$ cat src/rtl/ramtest_pkg.sv
package ramtest_pkg;

   typedef enum logic [3:0] {
      ST_IDLE,
      ST_WAIT,
      ST_SAVE,
      ST_ALWR,
      ST_ALRD,
      ST_CLR,
      ST_W55,
      ST_R55,
      ST_WAA,
      ST_RAA,
      ST_REST,
      ST_FIN
   } rt_state_e;

   // step that follows a completed group of accesses
   function automatic rt_state_e next_step(input rt_state_e s, input logic al);
      case (s)
         ST_SAVE: return al ? ST_ALWR : ST_CLR;
         ST_ALWR: return ST_ALRD;
         ST_CLR:  return ST_W55;
         ST_W55:  return ST_R55;
         ST_R55:  return ST_WAA;
         ST_WAA:  return ST_RAA;
         default: return ST_REST;
      endcase
   endfunction

endpackage

$ cat src/rtl/ramtest_ctrl.sv
module ramtest_ctrl
   import ramtest_pkg::*;
#(
   parameter int AW  = 8,
   parameter int WIN = 4,
   parameter int NAL = 9,
   parameter int IW  = 4
) (
   input  logic          clk,
   input  logic          rst_n,
   input  logic          start,
   input  logic          chunk_grant,
   input  logic          miscmp,
   input  logic          fail,
   output rt_state_e     state,
   output logic          al_mode,
   output logic [IW-1:0] idx,
   output logic [AW-1:0] base,
   output logic          done
);
   localparam int DEPTH = 2 ** AW;
   localparam logic [AW-1:0] LAST_BASE = AW'(DEPTH - WIN);

   logic idx_last;
   logic fail_now;

   assign idx_last = (idx == (al_mode ? IW'(NAL - 1) : IW'(WIN - 1)));
   assign fail_now = fail | miscmp;

   always_ff @(posedge clk) begin
      if (!rst_n) begin
         state   <= ST_IDLE;
         al_mode <= 1'b0;
         idx     <= '0;
         base    <= '0;
         done    <= 1'b0;
      end else begin
         case (state)
            ST_IDLE: begin
               if (start) begin
                  state   <= ST_WAIT;
                  al_mode <= 1'b1;
                  base    <= '0;
                  idx     <= '0;
                  done    <= 1'b0;
               end
            end
            ST_WAIT: begin
               if (chunk_grant) begin
                  state <= ST_SAVE;
                  idx   <= '0;
               end
            end
            ST_REST: begin
               if (idx_last) begin
                  idx <= '0;
                  if (fail_now || (!al_mode && base == LAST_BASE)) begin
                     state <= ST_FIN;
                  end else begin
                     state <= ST_WAIT;
                     if (al_mode) al_mode <= 1'b0;
                     else         base    <= base + AW'(WIN);
                  end
               end else begin
                  idx <= idx + IW'(1);
               end
            end
            ST_FIN: begin
               state <= ST_IDLE;
               done  <= 1'b1;
            end
            default: begin
               if (miscmp) begin
                  state <= ST_REST;
                  idx   <= '0;
               end else if (idx_last) begin
                  state <= next_step(state, al_mode);
                  idx   <= '0;
               end else begin
                  idx <= idx + IW'(1);
               end
            end
         endcase
      end
   end

endmodule

$ cat src/rtl/ramtest_addrgen.sv
module ramtest_addrgen
   import ramtest_pkg::*;
#(
   parameter int AW = 8,
   parameter int DW = 8,
   parameter int IW = 4
) (
   input  rt_state_e     state,
   input  logic          al_mode,
   input  logic [IW-1:0] idx,
   input  logic [AW-1:0] base,
   output logic [AW-1:0] addr,
   output logic [DW-1:0] pat
);
   localparam logic [DW-1:0] P55 = {(DW / 2){2'b01}};
   localparam logic [DW-1:0] PAA = ~P55;

   logic [DW-1:0] uniq;

   assign uniq = DW'(idx) + DW'(1);

   always_comb begin
      if (al_mode) begin
         addr = (idx == '0) ? '0 : (AW'(1) << (idx - IW'(1)));
      end else begin
         addr = base + AW'(idx);
      end
   end

   // same value serves as write data and as expected read-back
   always_comb begin
      case (state)
         ST_ALWR, ST_ALRD: pat = uniq;
         ST_W55,  ST_R55:  pat = P55;
         ST_WAA,  ST_RAA:  pat = PAA;
         default:          pat = '0;
      endcase
   end

endmodule

$ cat src/rtl/ramtest_hold.sv
module ramtest_hold #(
   parameter int DW    = 8,
   parameter int NSLOT = 9,
   parameter int IW    = 4
) (
   input  logic          clk,
   input  logic          rst_n,
   input  logic          save_rd,
   input  logic [IW-1:0] idx,
   input  logic [DW-1:0] rdata,
   output logic [DW-1:0] hold_out
);
   logic                  cap_v;
   logic [IW-1:0]         cap_idx;
   logic [NSLOT*DW-1:0]   flat;

   always_ff @(posedge clk) begin
      if (!rst_n) begin
         cap_v   <= 1'b0;
         cap_idx <= '0;
      end else begin
         cap_v   <= save_rd;
         cap_idx <= idx;
      end
   end

   for (genvar g = 0; g < NSLOT; g++) begin : g_slot
      logic [DW-1:0] slot_q;
      always_ff @(posedge clk) begin
         if (!rst_n)                            slot_q <= '0;
         else if (cap_v && cap_idx == IW'(g))   slot_q <= rdata;
      end
      assign flat[g*DW +: DW] = slot_q;
   end

   always_comb begin
      hold_out = '0;
      for (int i = 0; i < NSLOT; i++) begin
         if (idx == IW'(i)) hold_out = flat[i*DW +: DW];
      end
   end

endmodule

$ cat src/rtl/ramtest_check.sv
module ramtest_check #(
   parameter int AW = 8,
   parameter int DW = 8
) (
   input  logic          clk,
   input  logic          rst_n,
   input  logic          clr,
   input  logic          rd_issue,
   input  logic [AW-1:0] rd_addr,
   input  logic [DW-1:0] rd_exp,
   input  logic [DW-1:0] mem_rdata,
   output logic          miscmp,
   output logic          fail,
   output logic [AW-1:0] fail_addr,
   output logic [DW-1:0] fail_data
);
   logic          pend_q;
   logic [AW-1:0] pend_addr;
   logic [DW-1:0] pend_exp;

   assign miscmp = pend_q && !fail && (mem_rdata != pend_exp);

   always_ff @(posedge clk) begin
      if (!rst_n) begin
         pend_q    <= 1'b0;
         pend_addr <= '0;
         pend_exp  <= '0;
         fail      <= 1'b0;
         fail_addr <= '0;
         fail_data <= '0;
      end else begin
         pend_q    <= rd_issue;
         pend_addr <= rd_addr;
         pend_exp  <= rd_exp;
         if (clr) begin
            fail <= 1'b0;
         end else if (miscmp) begin
            fail      <= 1'b1;
            fail_addr <= pend_addr;
            fail_data <= mem_rdata;
         end
      end
   end

endmodule

$ cat src/rtl/ramtest_engine.sv
module ramtest_engine
   import ramtest_pkg::*;
#(
   parameter int AW  = 8,
   parameter int DW  = 8,
   parameter int WIN = 4
) (
   input  logic          clk,
   input  logic          rst_n,
   input  logic          start,
   input  logic          chunk_grant,
   output logic          busy,
   output logic          done,
   output logic          fail,
   output logic [AW-1:0] fail_addr,
   output logic [DW-1:0] fail_data,
   output logic          mem_req,
   output logic          mem_we,
   output logic [AW-1:0] mem_addr,
   output logic [DW-1:0] mem_wdata,
   input  logic [DW-1:0] mem_rdata
);
   localparam int NAL   = AW + 1;
   localparam int NSLOT = (WIN > NAL) ? WIN : NAL;
   localparam int IW    = (NSLOT > 1) ? $clog2(NSLOT) : 1;

   if (DW % 2 != 0) begin : g_bad_dw
      $error("data width must be even");
   end
   if (WIN < 1 || (WIN & (WIN - 1)) != 0 || WIN > (2 ** AW)) begin : g_bad_win
      $error("window must be a power of two no larger than the RAM");
   end
   if (DW < 31 && (AW + 2) > (2 ** DW)) begin : g_bad_uniq
      $error("data width too small for distinct address-line values");
   end

   rt_state_e     state;
   logic          al_mode;
   logic [IW-1:0] idx;
   logic [AW-1:0] base;
   logic [DW-1:0] pat;
   logic [DW-1:0] hold_out;
   logic          miscmp;
   logic          rd_issue;
   logic          clr;

   assign busy     = (state != ST_IDLE);
   assign clr      = start && (state == ST_IDLE);
   assign mem_req  = state inside {ST_SAVE, ST_ALWR, ST_ALRD, ST_CLR, ST_W55,
                                   ST_R55, ST_WAA, ST_RAA, ST_REST};
   assign mem_we   = state inside {ST_ALWR, ST_CLR, ST_W55, ST_WAA, ST_REST};
   assign rd_issue = state inside {ST_ALRD, ST_R55, ST_RAA};
   assign mem_wdata = (state == ST_REST) ? hold_out : pat;

   ramtest_ctrl #(.AW(AW), .WIN(WIN), .NAL(NAL), .IW(IW)) ctrl_i (
      .clk(clk), .rst_n(rst_n), .start(start), .chunk_grant(chunk_grant),
      .miscmp(miscmp), .fail(fail), .state(state), .al_mode(al_mode),
      .idx(idx), .base(base), .done(done)
   );

   ramtest_addrgen #(.AW(AW), .DW(DW), .IW(IW)) addr_i (
      .state(state), .al_mode(al_mode), .idx(idx), .base(base),
      .addr(mem_addr), .pat(pat)
   );

   ramtest_hold #(.DW(DW), .NSLOT(NSLOT), .IW(IW)) hold_i (
      .clk(clk), .rst_n(rst_n), .save_rd(state == ST_SAVE), .idx(idx),
      .rdata(mem_rdata), .hold_out(hold_out)
   );

   ramtest_check #(.AW(AW), .DW(DW)) chk_i (
      .clk(clk), .rst_n(rst_n), .clr(clr), .rd_issue(rd_issue),
      .rd_addr(mem_addr), .rd_exp(pat), .mem_rdata(mem_rdata),
      .miscmp(miscmp), .fail(fail), .fail_addr(fail_addr),
      .fail_data(fail_data)
   );

endmodule

$ cat config.mk
export PLATFORM = sky130hd
export DESIGN_NAME = ramtest_engine
export DESIGN_NICKNAME = d
export VERILOG_FILES = /design/src/rtl/ramtest_pkg.sv /design/src/rtl/ramtest_ctrl.sv /design/src/rtl/ramtest_addrgen.sv /design/src/rtl/ramtest_hold.sv /design/src/rtl/ramtest_check.sv /design/src/rtl/ramtest_engine.sv
export SDC_FILE = /design/constraint.sdc
export NUM_CORES = 1
export LEC_CHECK = 0
export ABC_CLOCK_PERIOD_IN_PS = 2100
export BUFFER_PORTS_ARGS = -buffer_cell sky130_fd_sc_hd__buf_2
export CORE_ASPECT_RATIO = 0.9
export CORE_MARGIN = 3
export CORE_UTILIZATION = 30
export DETAILED_ROUTE_END_ITERATION = 10
export GPL_TIMING_DRIVEN = 0
export REMOVE_ABC_BUFFERS = 1
export SYNTH_ARGS = -nofsm -noshare
export SYNTH_HDL_FRONTEND = slang
export SYNTH_SLANG_ARGS = --single-unit
$ cat constraint.sdc
create_clock -name clk -period 2.1 [get_ports clk]
set_clock_uncertainty 0.2 [all_clocks]
set_input_delay 0.105 -clock clk [delete_from_list [all_inputs] [get_ports clk]]
set_output_delay 0.105 -clock clk [all_outputs]
set_load 0.1 [all_outputs]
Word-level counts from Yosys, hierarchy flattened
Index checks and enable logic that the tools add are counted.
{"block": "totals", "reg_bits": 129, "latch_bits": 0, "mem_bits_rw": 0, "rom_bits": 0, "input_bits": 12, "out_inout_bits": 37, "word_cells": 142, "memories": 0}
{"block": "classes", "addsub": 5, "mul": 0, "div": 0, "n_lt_le_gt_ge": 0, "n_eq_ne": 35, "shifts": 1, "muxes": 39, "bitwise": 4, "n_reduce_logical": 36}
{"operator": "8-bit two-way mux", "count": 16}
{"operator": "4-bit by 3-bit == test with 1-bit output (second input constant)", "count": 12}
{"operator": "4-bit two-way mux", "count": 11}
{"operator": "4-bit case mux with 4 select lines", "count": 2}
{"operator": "4-bit by 2-bit == test with 1-bit output (second input constant)", "count": 6}
{"operator": "4-bit == test (second input constant)", "count": 6}
{"operator": "4-bit case mux with 6 select lines", "count": 1}
{"operator": "8-bit case mux with 3 select lines", "count": 1}
{"operator": "8-bit case mux with 2 select lines", "count": 1}
{"operator": "1-bit logical AND", "count": 13}
{"operator": "4-bit by 1-bit == test with 1-bit output (second input constant)", "count": 3}
{"operator": "4-bit logical NOT", "count": 3}
{"operator": "5-bit nonzero test", "count": 2}
{"operator": "9-bit nonzero test", "count": 1}
{"operator": "8-bit by 3-bit adder with 8-bit output (second input constant)", "count": 1}
{"operator": "8-bit by 4-bit adder with 8-bit output", "count": 1}
{"operator": "8-bit == test (second input constant)", "count": 1}
{"operator": "2-bit != test (second input constant)", "count": 4}
{"operator": "8-bit != test", "count": 1}
{"operator": "4-bit AND reduction", "count": 2}
{"operator": "2-bit OR reduction", "count": 4}
{"operator": "1-bit by 4-bit left shift with 8-bit output (first input constant)", "count": 1}
{"operator": "4-bit by 1-bit adder with 5-bit output (second input constant)", "count": 1}
{"operator": "5-bit AND reduction", "count": 1}
{"operator": "16 further kinds", "count": 25}

Depth between registers and ports, before layout
Gate-level depths: netlist of the first run.
{"block": "depth", "word_depth": 11, "mapped_depth": 10}

Modules after synthesis
A second synthesis of the first run with hierarchy kept.
{"block": "unflattened", "hier_cells": 763, "area_unflattened_um2": 7053.0}
{"mod": "ramtest_hold", "instances": 1, "cells_each": 372, "area_each_um2": 3677.3}
{"mod": "ramtest_check", "instances": 1, "cells_each": 121, "area_each_um2": 1238.7}
{"mod": "ramtest_ctrl", "instances": 1, "cells_each": 145, "area_each_um2": 1112.3}
{"mod": "ramtest_addrgen", "instances": 1, "cells_each": 95, "area_each_um2": 721.9}
{"mod": "ramtest_engine", "instances": 1, "cells_each": 30, "area_each_um2": 302.8}

Least setup slack after synthesis of the first run
No wires, ideal clock.
{"block": "synth_timing", "path_type": "reg-to-output", "startpoint": "register ctrl_i.idx[0]", "endpoint": "output port mem_wdata[5]", "arrival_time_ns": 3.781, "t_required_ns": 1.795, "path_slack_ns": -1.986, "stages_incl_launch_ff": 11, "path_cell_list": "dfxtp_1 inv_1 ha_1 clkbuf_1 clkbuf_1 nand2_1 nor2_1 a21oi_1 o21ai_0 a221oi_1 o21ai_0"}
{"block": "synth_via", "elab_chain_len": 11, "word_cells_on_any_way": 19, "classes_between": "8 x eq/ne; 10 x mux; 1 x reduce/logical"}
{"item": "from (decl)", "line_no": "ramtest_ctrl.sv:17", "rtl": "output logic [IW-1:0] idx,"}
{"item": "from (signal assigned)", "line_no": "ramtest_ctrl.sv:65", "rtl": "idx <= idx + IW'(1);"}
{"item": "from (signal assigned)", "line_no": "ramtest_ctrl.sv:80", "rtl": "idx <= idx + IW'(1);"}
{"item": "4-bit logical NOT", "line_no": "ramtest_hold.sv:39", "rtl": "if (idx == IW'(i)) hold_out = flat[i*DW +: DW];"}
{"item": "8-bit two-way mux (8 in series)", "line_no": "ramtest_hold.sv:39"}
{"item": "8-bit two-way mux *", "line_no": "ramtest_hold.sv:39"}
{"item": "8-bit two-way mux *", "line_no": "ramtest_engine.sv:53", "rtl": "assign mem_wdata = (state == ST_REST) ? hold_out : pat;"}
{"item": "to (decl)", "line_no": "ramtest_engine.sv:20", "rtl": "output logic [DW-1:0] mem_wdata,"}
Mark *: on every way between the ends. The rest lies on a longest branch, timed or not.

Worst setup path in the final report of the first run
{"block": "layout_timing", "startpoint": "register ctrl_i.idx[1]", "endpoint": "output port mem_wdata[4]"}
{"block": "layout_via", "elab_chain_len": 11, "word_cells_on_any_way": 21, "classes_between": "1 x add/sub; 8 x eq/ne; 11 x mux; 1 x reduce/logical"}
{"item": "4-bit logical NOT", "line_no": "ramtest_hold.sv:39"}
{"item": "8-bit two-way mux (9 in series)", "line_no": "ramtest_hold.sv:39"}
{"item": "8-bit two-way mux *", "line_no": "ramtest_engine.sv:53"}
Marks and branches as above.

==> flow_metrics.py, run 1 <==
metrics = {
    "sta": {
        "rsz0062_at_grt": "yes",
        "hold_viol": 0,
        "setup_viol": 23,
        "finalCritPeriodShare": 1.279,
        "hold_ws_ps": 85.21,
        "fin_ws_ps": -586.9,
        "worst_slew_pin_slew_ps": 933.6,
        "slew_violations": 0,
        "max_freq_ghz": 0.3722,
        "slew_headroom": 0.3753,
        "period_needed_ps": 2687,
    },
    "placement": {
        "hpwl_um": 10320,
        "placed_cells": 964,
        "post-place-ws_ps": -1521,
        "port_buffers": 48,
        "gp_congestion": 0.8164,
    },
    "worst_setup_path": {
        "crit_path_end_kind": "output pin",
        "critical_path.max_fanout": 8,
        "critPathMaxStageDelay_ps": 370,
        "required_ps": 1790,
        "start_kind": "flop",
        "crit_family": "compound AO/OA/AOI/OAI gates",
        "crit_type": "flop to output pin",
        "slowest_stage": "dfxtp_4",
        "cp_num_buf_inv": 3,
        "crit_arrival_ps": 2380,
        "path_cells": "inv_6 > ha_4 > buf_6 > nand3b_1 > a21oi_2 > a21oi_2 > o21ai_2 > a221oi_2 > o21ai_2 > buf_12",
    },
    "global_route": {
        "track_usage": 0.1632,
        "antenna_found_initial": 1,
        "grt_max_degree": 63,
        "grt_pass1_wl_um": 28570,
        "first_global_vias": 5064,
        "grt-ovfl-total": 0,
    },
    "drt": {
        "routed-via-count": 5396,
        "wl_per_cell_um": 17.51,
        "antenna_left": 0,
        "drt_wl_total_um": 18510,
        "firstDrtPassIters": 5,
        "drt_iter0_markers": 389,
        "drc": 0,
        "detail_route.vias_per_cell": 5.105,
    },
    "logic_synthesis": {
        "synth_top_area_cell": "dfxtp_1",
        "yosys.area.top_type_share": 0.4066,
        "ys_top_cells_by_area": "dfxtp_1 (41%), mux2i_1 (12%), nor2b_1 (8.4%)",
        "ys.flop_type": "dfxtp_1",
        "syn_area_um2": 6203,
        "yosysSeqAreaShare": 0.4066,
        "async_reset_ff_frac": 0,
        "synthCells": 713,
        "synth-seq-cells": 126,
        "synth-edff-count": 0,
        "synth_cell_type_count": 57,
        "syn_avg_cell_area_um2": 8.700,
        "yosysWarnings": 0,
    },
    "die": {
        "die_width_um": 157.6,
        "initial_utilization": 0.3075,
        "row_count": 49,
        "die_height_um": 142.4,
        "core-area_um2": 20170,
        "ioPinCount": 49,
        "die-area_um2": 22440,
    },
    "clocking": {
        "cts_tree": "built",
        "clk_pin_slew_ps": 60,
        "h-tree-depth": 4,
        "clkSinkCount": 126,
        "root_buffer": "clkbuf_16",
        "cts_buffers": 17,
        "insertion_delay_ps": 430,
        "clk_path_buf_depth": 2,
    },
    "layout": {
        "antenna_cells": 0,
        "final_nets": 810,
        "drive_gt1_frac": 0.2855,
        "fin_cells": 1057,
        "area_delta_synth_final_pct": 38.97,
    },
    "power": {
        "leakage_uw": 0.003254,
        "switchingPower_uw": 3490,
        "ir_drop_v": 0.0009012,
        "powerDensity_nw_per_um2": 1091,
        "pwr-share-clk": 0.346,
        "combPwrFrac": 0.357,
        "p_sw_frac": 0.3711,
        "p_int_uw": 5915,
        "pwr-share-seq": 0.297,
    },
    "outcome": {
        "status": "finished with violations",
        "violations": "negative setup slack",
    },
    "flow_run": {
        "max-cap-violations": 0,
    },
    "min_path": {
        "hp-class": "primary input to flop",
    },
}
[repair_timing]
item / CTS / global route
setup buffers: 38 / 14
gates resized for setup: 180 / 50
endpoints found under the hold margin: 83 / 0
endpoints found under the setup margin: 60 / 77
pin swaps: 33 / 39
hold buffers: 10 / 0
[metal layers]
layer / global-route usage / routed length (um) / up-vias
met5: 0 / 0 / -
met4: 0.05388 / 287 / 0
met3: 0.03861 / 898 / 23
met2: 0.2425 / 8324 / 149
met1: 0.2325 / 8997 / 2601
li1: - / - / 2623
[cell usage after synthesis, drive strengths merged (4+ instances only)]
master,count
a21boi,24
a21oi,46
a221oi,7
a31oi,4
and2,15
and3,5
buf,10
clkbuf,44
dfxtp,126
ha,9
inv,8
mux2i,73
nand2,95
nand3,9
nand3b,13
nor2,25
nor2b,83
nor3,9
nor3b,5
o21ai,35
o221ai,9
o22ai,9
or3,5
xnor2,10
xor2,6
[state kept, by name, summed over array words and instances, names as in the netlist]
| signal | flops |
|---|---|
| hold_i.cap_idx | 4 |
| ctrl_i.state | 4 |
| ctrl_i.done | 1 |
| ctrl_i.al_mode | 1 |
| ctrl_i.base | 6 |
| chk_i.fail_addr | 8 |
| chk_i.fail | 1 |
| chk_i.pend_q | 1 |
| ctrl_i.idx | 4 |
| chk_i.pend_exp | 7 |
| chk_i.pend_addr | 8 |
| hold_i.g_slot.slot_q | 72 |
| hold_i.cap_v | 1 |
| chk_i.fail_data | 8 |
[through the flow]
stage / setup TNS (ps) / area, um^2 / util / total power [uW]
finish: -7239 / 8621 / 0.4274 / 9405
global route: -9899 / 8621 / 0.4274 / 9764
CTS: -6898 / 8255 / 0.4093 / 9158
detailed placement: -38690 / 6589 / 0.3267 / 5167
global placement: -46570 / 6545 / 0.3245 / 5156
floorplan: -40230 / 5986 / - / 4592
[kinds of logic (layout without fill, tap and decap cells)]
family                   after synthesis  after routing  share of synthesized area
AND/OR/NAND/NOR                      279            279                     0.2378
multiplexers                          73             73                     0.1178
AO/OA/AOI/OAI                        148            148                     0.1571
XOR/XNOR                              16             16                    0.02259
buffers and inverters                 62            151                    0.03993
adder cells (fa/ha/maj)                9              9                    0.01815
flip-flops                           126            126                     0.4066
[path summary, 6_finish.rpt]
path	from	endpoint	slack, ps	cells after the start
min	chunk_grant	ctrl_i.idx[2]	90	6
min reg2reg	chk_i.pend_addr[1]	chk_i.fail_addr[1]	250	2
max reg2reg	ctrl_i.idx[0]	ctrl_i.base[7]	-350	8
max	ctrl_i.idx[1]	mem_wdata[4]	-590	10
[cells in the final DEF (no fill, tap or decap), drive strengths merged, types with 13 or more instances in the layout]
master / count
a21boi: 24
a21oi: 46
and2: 15
buf: 100
clkbuf: 22
dfxtp: 126
mux2i: 73
nand2: 95
nand3b: 13
nor2: 25
nor2b: 83
o21ai: 35
[area by class of cell]
class                           instances  area (um^2)
Tap cell                              255        319.1
Timing Repair Buffer                  111         1074
Sequential cell                       126         2559
Multi-Input combinational cell        525         3979
Fill cell                            1897        11550
Inverter                                8        42.54
Clock buffer                           21        460.4
Clock inverter                         11        187.7
[power by group through the flow]
stage                     combinational, uW  clock, uW  sequential [uW]
after floorplan                        1800          0             2790
after global placement                 2360          0             2790
after detailed placement               2370          0             2800
after CTS                              3060       3310             2790
after global routing                   3540       3410             2820
final                                  3360       3260             2790
[tightest hold or removal path: cells and delay by family]
| family | cells | cell delay, ps |
|---|---|---|
| simple gates | 2 | 180 |
| compound gates | 2 | 130 |
| buf+inv | 2 | 240 |
No activity file was read; power rests on OpenSTA's default activity.
==> run 2, diff against run 1 <==
--- a/config.mk
+++ b/config.mk
@@ -5,6 +5,7 @@
 export SDC_FILE = /design/constraint.sdc
 export NUM_CORES = 1
 export LEC_CHECK = 0
+export ABC_AREA = 1
 export ABC_CLOCK_PERIOD_IN_PS = 2100
 export BUFFER_PORTS_ARGS = -buffer_cell sky130_fd_sc_hd__buf_2
 export CORE_ASPECT_RATIO = 0.9
==> constraint.sdc (replaced) <==
create_clock -name clk -period 2.1 [get_ports clk]
set_clock_uncertainty 0.2 [all_clocks]
set_input_delay 0 -clock clk [delete_from_list [all_inputs] [get_ports clk]]
set_output_delay 0 -clock clk [all_outputs]
set_load 0.1 [all_outputs]
==> flow_metrics.py, run 2 <==
metrics = {
    "global_route": {
        "grt-ovfl-total": 0,
        "first_global_vias": 5453,
        "grt_pass1_wl_um": 28110,
        "antenna_found_initial": 0,
        "grt_max_degree": 84,
        "track_usage": 0.1579,
    },
    "drt": {
        "routed-via-count": 5950,
        "wl_met2_um": 7776,
        "drt-met1-wl_um": 8823,
        "met3WireLength_um": 864,
        "maxUsedRoutingLayer": "met4",
        "drt_iter0_markers": 445,
        "antenna_left": 0,
        "firstDrtPassIters": 5,
        "drc": 0,
        "detail_route.vias_per_cell": 4.737,
        "wl_per_cell_um": 14.15,
        "drt_wl_total_um": 17780,
    },
    "flow_run": {
        "max-cap-violations": 0,
    },
    "logic_synthesis": {
        "async_reset_ff_frac": 0,
        "yosysMostFrequentCell": "nand2_1",
        "yosys-top-cells-count": "nand2_1 (208), dfxtp_1 (126), nor2_1 (121)",
        "synth_top_area_cell": "dfxtp_1",
        "synth-seq-cells": 126,
        "ys.flop_type": "dfxtp_1",
        "synthCells": 920,
        "syn_avg_cell_area_um2": 6.698,
        "synth-edff-count": 0,
        "synth_cell_type_count": 31,
        "yosysSeqAreaShare": 0.4093,
        "syn_area_um2": 6162,
        "yosys.area.top_type_share": 0.4093,
        "yosysWarnings": 0,
        "ys_top_cells_by_area": "dfxtp_1 (41%), nand2_1 (13%), a21oi_1 (8.2%)",
    },
    "min_path": {
        "hp-class": "flop to flop",
    },
    "die": {
        "row_count": 49,
        "initial_utilization": 0.3074,
        "die_height_um": 142.0,
        "die-area_um2": 22300,
        "ioPinCount": 49,
        "die_width_um": 157.1,
        "core-area_um2": 20050,
    },
    "sta": {
        "setup_viol": 21,
        "rsz0062_at_grt": "yes",
        "hold_ws_ps": 246.9,
        "finalCritPeriodShare": 1.219,
        "hold_viol": 0,
        "slew_violations": 0,
        "slew_headroom": 0.07198,
        "worst_slew_pin_slew_ps": 1392,
        "max_freq_ghz": 0.3908,
        "fin_ws_ps": -459.2,
        "period_needed_ps": 2559,
    },
    "worst_setup_path": {
        "crit_path_end_kind": "output pin",
        "required_ps": 1900,
        "path_common_cell": "nand2_1",
        "slowest_stage": "dfxtp_4",
        "start_kind": "flop",
        "critical_path.max_fanout": 8,
        "crit_type": "flop to output pin",
        "critPathMaxStageDelay_ps": 370,
        "path_cells": "inv_6 > ha_4 > inv_4 > nor3_4 > buf_12 > nand2_1 > nand3_1 > nand2_1 > nand3b_1 > nand2_1 > nand2_1 > nand2_1 > nand2_1 > nand2_1 > nand2_2 > buf_12",
        "crit_arrival_ps": 2360,
    },
    "placement": {
        "gp_congestion": 0.8509,
        "post-place-ws_ps": -1254,
        "hpwl_um": 11430,
        "port_buffers": 48,
    },
    "clocking": {
        "root_buffer": "clkbuf_16",
        "clk_pin_slew_ps": 50,
        "h-tree-depth": 4,
        "cts_tree": "built",
        "clkSinkCount": 126,
        "cts_buffers": 17,
        "clk_path_buf_depth": 2,
        "insertion_delay_ps": 420,
    },
    "layout": {
        "area_delta_synth_final_pct": 31.68,
        "drive_gt1_frac": 0.2258,
        "fillers": 1982,
        "antenna_cells": 0,
        "regMostFlops": "hold_i.g_slot.slot_q",
        "final_nets": 1010,
        "final_cell_mix": "nand2_1 (178), dfxtp_1 (118), nor2_1 (113)",
        "layout_commonest_cell": "nand2_1",
        "largest_register_ffs": 72,
    },
    "power": {
        "leakage_uw": 0.003462,
        "ir_drop_v": 0.0008130,
        "powerDensity_nw_per_um2": 1094,
    },
    "outcome": {
        "violations": "negative setup slack",
        "status": "finished with violations",
    },
}
==> run 2: per-layer routing <==
metal | track usage | vias to the layer above
li1 | - | 3085
met1 | 0.2261 | 2709
met2 | 0.2353 | 131
met3 | 0.03740 | 25
met4 | 0.05023 | 0
met5 | 0 | -
==> run 2: cell type report <==
type / instances / area [um^2] / area share
Clock buffer: 24 / 471.7 / 0.05813
Tap cell: 255 / 319.1 / 0.03932
Inverter: 111 / 446.7 / 0.05505
Timing Repair Buffer: 90 / 870.8 / 0.1073
Sequential cell: 126 / 2542 / 0.3133
Clock inverter: 7 / 87.58 / 0.01079
Multi-Input combinational cell: 643 / 3376 / 0.4160
==> run 2: critical path: cells and delay by family (launching register included) <==
family / cells / cell delay, ps
flip-flops: 1 / 370
buffers and inverters: 4 / 450
AND/OR/NAND/NOR: 11 / 940
adder cells (fa/ha/maj): 1 / 160
==> run 2: per-stage QoR <==
| stage | power, uW | setup TNS, ps | instances | instance area (um^2) | util |
|---|---|---|---|---|---|
| global placement | 5274 | -58020 | 1183 | 6534 | 0.3259 |
| detailed placement | 5276 | -55980 | 1183 | 6534 | 0.3259 |
| floorplan | 4700 | -7231 | 880 | 5974 | - |
| CTS | 8655 | -4084 | 1250 | 7908 | 0.3944 |
| global route | 9299 | -7041 | 1256 | 8114 | 0.4047 |
| finish | 8880 | -4388 | 1256 | 8114 | 0.4047 |
==> run 2: where the power goes <==
group          internal, uW  total [uW]  switching [uW]
clock                  1790        2840            1050
sequential             2520        2690             168
combinational          1070        3350            2270
==> run 2: path summary, 6_finish.rpt <==
path / cells after the start / start / slack [ps] / end
setup / recovery: 16 / ctrl_i.idx[1] / -460 / mem_wdata[4]
hold / removal: 2 / hold_i.g_slot[4].slot_q[5] / 250 / hold_i.g_slot[4].slot_q[5]
setup reg to reg: 10 / ctrl_i.idx[2] / -30 / ctrl_i.base[2]
hold reg to reg: 2 / hold_i.g_slot[4].slot_q[5] / 250 / hold_i.g_slot[4].slot_q[5]
==> run 2: what timing repair did <==
action | in CTS | in global routing
buffers inserted | 26 | 8
endpoints found under the hold margin | 89 | 0
pin swaps | 15 | 30
resized for setup | 139 | 50
setup endpoints to repair | 60 | 66
hold buffers | 10 | 0
==> run 2: cell families (layout without fill, tap and decap cells) <==
| group | after synthesis | after routing | synth area share |
|---|---|---|---|
| fa+ha+maj | 9 | 9 | 0.01827 |
| buf+inv | 151 | 232 | 0.09807 |
| simple gates | 424 | 424 | 0.2981 |
| compound gates | 204 | 204 | 0.1677 |
| flops | 126 | 126 | 0.4093 |
| xor+xnor | 6 | 6 | 0.008528 |
